### src/rtl/rtc_latch_ctrl.sv
`timescale 1ns/1ps
module rtc_latch_ctrl #(
  parameter int DIV = 32768
) (
  input  logic        clk,
  input  logic        rst_n,
  input  logic        sub_pulse,
  input  logic        wr_en,
  input  logic [15:0] wr_addr,
  input  logic [7:0]  wr_data,
  output logic [1:0]  ram_bank,
  output logic        clk_map,
  output logic [7:0]  rd_data
);
  localparam int PW = (DIV > 2) ? $clog2(DIV) : 1;
  localparam logic [PW-1:0] PRE_LAST = PW'(DIV - 1);

  logic [5:0] sec, min, l_sec, l_min;
  logic [4:0] hr, l_hr;
  logic [8:0] day, l_day;
  logic       halt, ovf, l_halt, l_ovf, lflag;
  logic [2:0] sel;
  logic [PW-1:0] pre;

  wire in_sel = wr_en && (wr_addr[15:13] == 3'b010);
  wire in_lat = wr_en && (wr_addr[15:13] == 3'b011);
  wire in_win = wr_en && (wr_addr[15:13] == 3'b101) && clk_map;
  wire run    = sub_pulse && !halt;
  wire step   = run && (pre == PRE_LAST);

  wire c_min = step && (sec >= 6'd59);
  wire c_hr  = c_min && (min >= 6'd59);
  wire c_day = c_hr && (hr >= 5'd23);

  logic [5:0] n_sec, n_min;
  logic [4:0] n_hr;
  logic [8:0] n_day;
  logic       n_ovf;

  always_comb begin
    n_sec = step ? ((sec >= 6'd59) ? 6'd0 : sec + 6'd1) : sec;
    n_min = c_min ? ((min >= 6'd59) ? 6'd0 : min + 6'd1) : min;
    n_hr  = c_hr ? ((hr >= 5'd23) ? 5'd0 : hr + 5'd1) : hr;
    n_day = day + {8'd0, c_day};
    n_ovf = ovf | (c_day && (&day));
  end

  always_ff @(posedge clk) begin
    if (!rst_n) begin
      sec <= '0; min <= '0; hr <= '0; day <= '0; halt <= 1'b0; ovf <= 1'b0;
      pre <= '0;
    end else begin
      sec <= n_sec; min <= n_min; hr <= n_hr; day <= n_day; ovf <= n_ovf;
      if (in_win && sel == 3'd0) pre <= '0;
      else if (run) pre <= (pre == PRE_LAST) ? '0 : pre + 1'b1;
      if (in_win) begin
        case (sel)
          3'd0: sec <= wr_data[5:0];
          3'd1: min <= wr_data[5:0];
          3'd2: hr  <= wr_data[4:0];
          3'd3: day <= {n_day[8], wr_data};
          3'd4: begin
            day  <= {wr_data[0], n_day[7:0]};
            halt <= wr_data[6];
            ovf  <= wr_data[7];
          end
          default: ;
        endcase
      end
    end
  end

  always_ff @(posedge clk) begin
    if (!rst_n) begin
      lflag <= 1'b0;
      l_sec <= '0; l_min <= '0; l_hr <= '0; l_day <= '0; l_halt <= 1'b0; l_ovf <= 1'b0;
    end else if (in_lat) begin
      if (lflag && wr_data == 8'd0) lflag <= 1'b0;
      else if (!lflag && wr_data == 8'd1) begin
        lflag <= 1'b1;
        l_sec <= sec; l_min <= min; l_hr <= hr; l_day <= day;
        l_halt <= halt; l_ovf <= ovf;
      end
    end
  end

  always_ff @(posedge clk) begin
    if (!rst_n) begin
      ram_bank <= '0; clk_map <= 1'b0; sel <= '0;
    end else if (in_sel) begin
      if (wr_data < 8'd4) begin
        ram_bank <= wr_data[1:0];
        clk_map  <= 1'b0;
      end else if (wr_data >= 8'h08 && wr_data <= 8'h0C) begin
        sel     <= 3'(wr_data - 8'h08);
        clk_map <= 1'b1;
      end
    end
  end

  always_comb begin
    case (sel)
      3'd0:    rd_data = {2'b11, l_sec};
      3'd1:    rd_data = {2'b11, l_min};
      3'd2:    rd_data = {3'b111, l_hr};
      3'd3:    rd_data = l_day[7:0];
      3'd4:    rd_data = {l_ovf, l_halt, 5'b11111, l_day[8]};
      default: rd_data = 8'hFF;
    endcase
  end
endmodule

### config.mk
export PLATFORM = sky130hd
export DESIGN_NAME = rtc_latch_ctrl
export DESIGN_NICKNAME = d
export VERILOG_FILES = /design/src/rtl/rtc_latch_ctrl.sv
export SDC_FILE = /design/constraint.sdc
export NUM_CORES = 1
export LEC_CHECK = 0
export ABC_AREA = 1
export BUFFER_PORTS_ARGS = -buffer_cell sky130_fd_sc_hd__buf_2
export CELL_PAD_IN_SITES_DETAIL_PLACEMENT = 1
export CELL_PAD_IN_SITES_GLOBAL_PLACEMENT = 1
export CORE_AREA = 2 2 100 102
export DETAILED_ROUTE_END_ITERATION = 10
export DIE_AREA = 0 0 102 104
export PLACE_DENSITY = 0.86
export SLEW_MARGIN = 25
export SYNTH_ARGS = -nofsm -noshare
export SYNTH_HDL_FRONTEND = slang
export SYNTH_SLANG_ARGS = --single-unit
export TNS_END_PERCENT = 50
### constraint.sdc
create_clock -name clk -period 2.9 [get_ports clk]
set_input_delay 0.58 -clock clk [delete_from_list [all_inputs] [get_ports clk]]
set_output_delay 0.58 -clock clk [all_outputs]
set_load 0.05 [all_outputs]
==> metrics <==
Resized Gates After CTS 0; clk_lat worst skew 0.37 ns; Leak 1.88 nW; row count 36; CP peak stage delay between 0.5 and 0.6 ns; CP max-delay cell dfxtp_1; Critical Path AT between 2 and 2.5 ns; Detailed Place HPWL 8600 um; commonest non-fill, non-tap cell in the layout nand2_1; Synth Area per Inst 7.14 sq um; Initial Util about 42%; Post-Synth XOR/XNOR Area under 10%; Final #Nets 624; vias 3869; skew final between 0.01 and 0.015 ns; clock root buffer clkbuf_8; Synth Warn # 0; number of global-route vias before repair 3885; max-slew violations 0; highest routed layer met4; first-pass GRT wire length about 20000 um; number of library cell types mapped by synthesis 40; Routed met1 length 5330 um; Core Area 9550 sq um; syn_nets 598; GR Util All Layers 23.7%; first-pass iteration count of the detailed router 4; CP max FO 10; Hold Fails Final Rpt 0; Critical Path, Cell by Cell inv_1 -> nor2_1 -> inv_1 -> o211ai_1 -> buf_2; ANT cells 0; most frequent cells in the layout nand2_1, dfxtp_1, inv_1, nor2_1, a21oi_1; Buf/Inv on CP 3; # fillers 1254; minimum clock period roughly 2.7 ns; max cap viols 0; DR iter-0 viols 199; Synth Area in Adders 1.86%; worst setup margin 0.202 ns; worst min path class flop to flop; Die Span Y 104 um; crit path kind flop to primary output; worst slew pin tran 0.839 ns; GP Congestion 0.834; P&R area growth vs syn 11.5%; unrepaired setup endpoints after global routing no; Slew headroom 44.0%; Vias/cell 5.32; Worst-path clk slew 0.08 ns; asr flop ratio synth 0%; post-synthesis sequential area ratio 38.8%; Setup crit end kind primary output; status finished, final reports clean; count of flip-flops with a built-in enable after synthesis 0; pin count of the biggest net entering global routing 25; layout cell share with drive strength beyond 1 between 10% and 20%; Tcrit/Tclk final a little over 90%; CP required 2.32 ns; CTS sink count 78; Synth Flop Type dfxtp_1; drt wl/cell 16.3 um; largest cells by area after synthesis dfxtp_1, a21oi_1, nand2_1; hold buffer count at CTS 0; Tot Pwr 2.07 mW; f_max 371 MHz; initial antenna violation count 0; pre-CTS WS a little over 0.3 ns; Bufs on Longest Clock Path 2; GRT overflow 0; post-CTS setup buffer count 0; Yosys top cell area share about two fifths; post-synthesis compound-gate area fraction between 10% and 20%; WL final 11800 um; worst hold slack 0.450 ns; Post-Synthesis Cells 564; met3 wire length 605 um; port bufs 25; Top cell by count, worst path inv_1; flops & latches, synth 78; Synth Cell Area 4030 sq um; P per Cell Area roughly 460 nW/um^2; Ports 39; # DRC 0; Final ANT Viol Nets 0; die width approximately 100 um; Die Footprint 10600 sq um; dominant cell type by area after synthesis dfxtp_1; metal2 WL 5670 um; largest family of logic cells by synthesized area simple AND/OR/NAND/NOR gates; Num CTS Buffers 9; Total Neg Setup Slack 0 ns; post-synthesis mux area share 0%; Setup Viol. Count Final 0; CTS tree done; H-tree Lvls 3; VDD IR max 0.164 mV; startpoint types flop; CP top delay family buffers and inverters; simple-gate share of the synthesized area 30.2%
-- final timing paths --
path / startpoint / cells after the start / endpoint / slack [ns]
worst max-delay path: sel[2] / 5 / rd_data[7] / 0.20
worst min-delay path: pre[7] / 2 / pre[7] / 0.45
worst max register to register: pre[0] / 13 / day[8] / 0.40
worst min register to register: pre[7] / 2 / pre[7] / 0.45
-- through the flow --
stage	util (%)	area, sq um	cells
after floorplan	-	4030	564
after global placement	44.8	4280	712
after detailed placement	44.8	4280	712
after CTS	47.0	4490	727
after global routing	47.0	4490	727
final	47.0	4490	727
-- final cells by class --
type / instances / area [sq um] / area share (%)
sequential: 78 / 1560 / 34.8
clock buffer: 9 / 124 / 2.76
multi-input combinational: 390 / 2080 / 46.4
inverter: 80 / 300 / 6.69
tap: 133 / 166 / 3.70
timing repair buffer: 31 / 170 / 3.79
clock inverter: 6 / 86.3 / 1.92
-- worst reg2reg max path: cells and delay by family, from the launching register on --
family / cells / cell delay [ns]
compound gates: 1 / 0.08
flops: 1 / 0.40
xor+xnor: 1 / 0.14
simple gates: 8 / 1.18
fa+ha+maj: 3 / 0.60
-- cell families (layout without fill, tap and decap cells) --
group / Yosys count / in the layout
compound gates: 126 / 126
simple gates: 248 / 248
flops: 78 / 78
fa+ha+maj: 6 / 6
xor+xnor: 10 / 10
buf+inv: 96 / 126
-- synthesized netlist by cell type, types with 2 or more instances --
cell type / instances
nand3_2: 5
nor2_2: 7
o21ai_0: 36
a21o_1: 2
nor2_4: 4
o211ai_1: 6
inv_1: 70
nor3_1: 24
buf_6: 2
buf_2: 6
nand2_2: 7
nor3_2: 3
o21a_1: 2
clkbuf_1: 8
nand2_1: 84
a21oi_1: 63
inv_2: 9
nor2_1: 67
nor3_4: 2
o21ai_1: 3
ha_1: 6
a221oi_1: 4
nand3_1: 31
dfxtp_1: 78
o221ai_1: 5
xor2_1: 6
nand4_1: 8
xnor2_1: 4
-- registers in the layout, summed over array words and instances (netlist names), 2 cells and up --
register and flops:
l_day 9, sec 6, min 6, ram_bank 2
l_sec 6, day 9, l_min 6, sel 3
l_hr 5, pre 15, hr 5
-- power breakdown --
part / switching (mW) / internal, mW / total, mW / leakage (nW)
registers: 0.00292 / 1.07 / 1.08 / 0.628
logic: 0.0598 / 0.0218 / 0.0816 / 1.15
clock network: 0.429 / 0.480 / 0.909 / 0.105
total: 0.492 / 1.57 / 2.07 / 1.88
-- layer usage --
metal	up-vias	track usage, %
met5	-	0
met4	0	5.52
met3	14	5.58
met2	75	37.6
met1	1855	32.5
li1	1925	-
No activity file was read; power rests on OpenSTA's default activity.
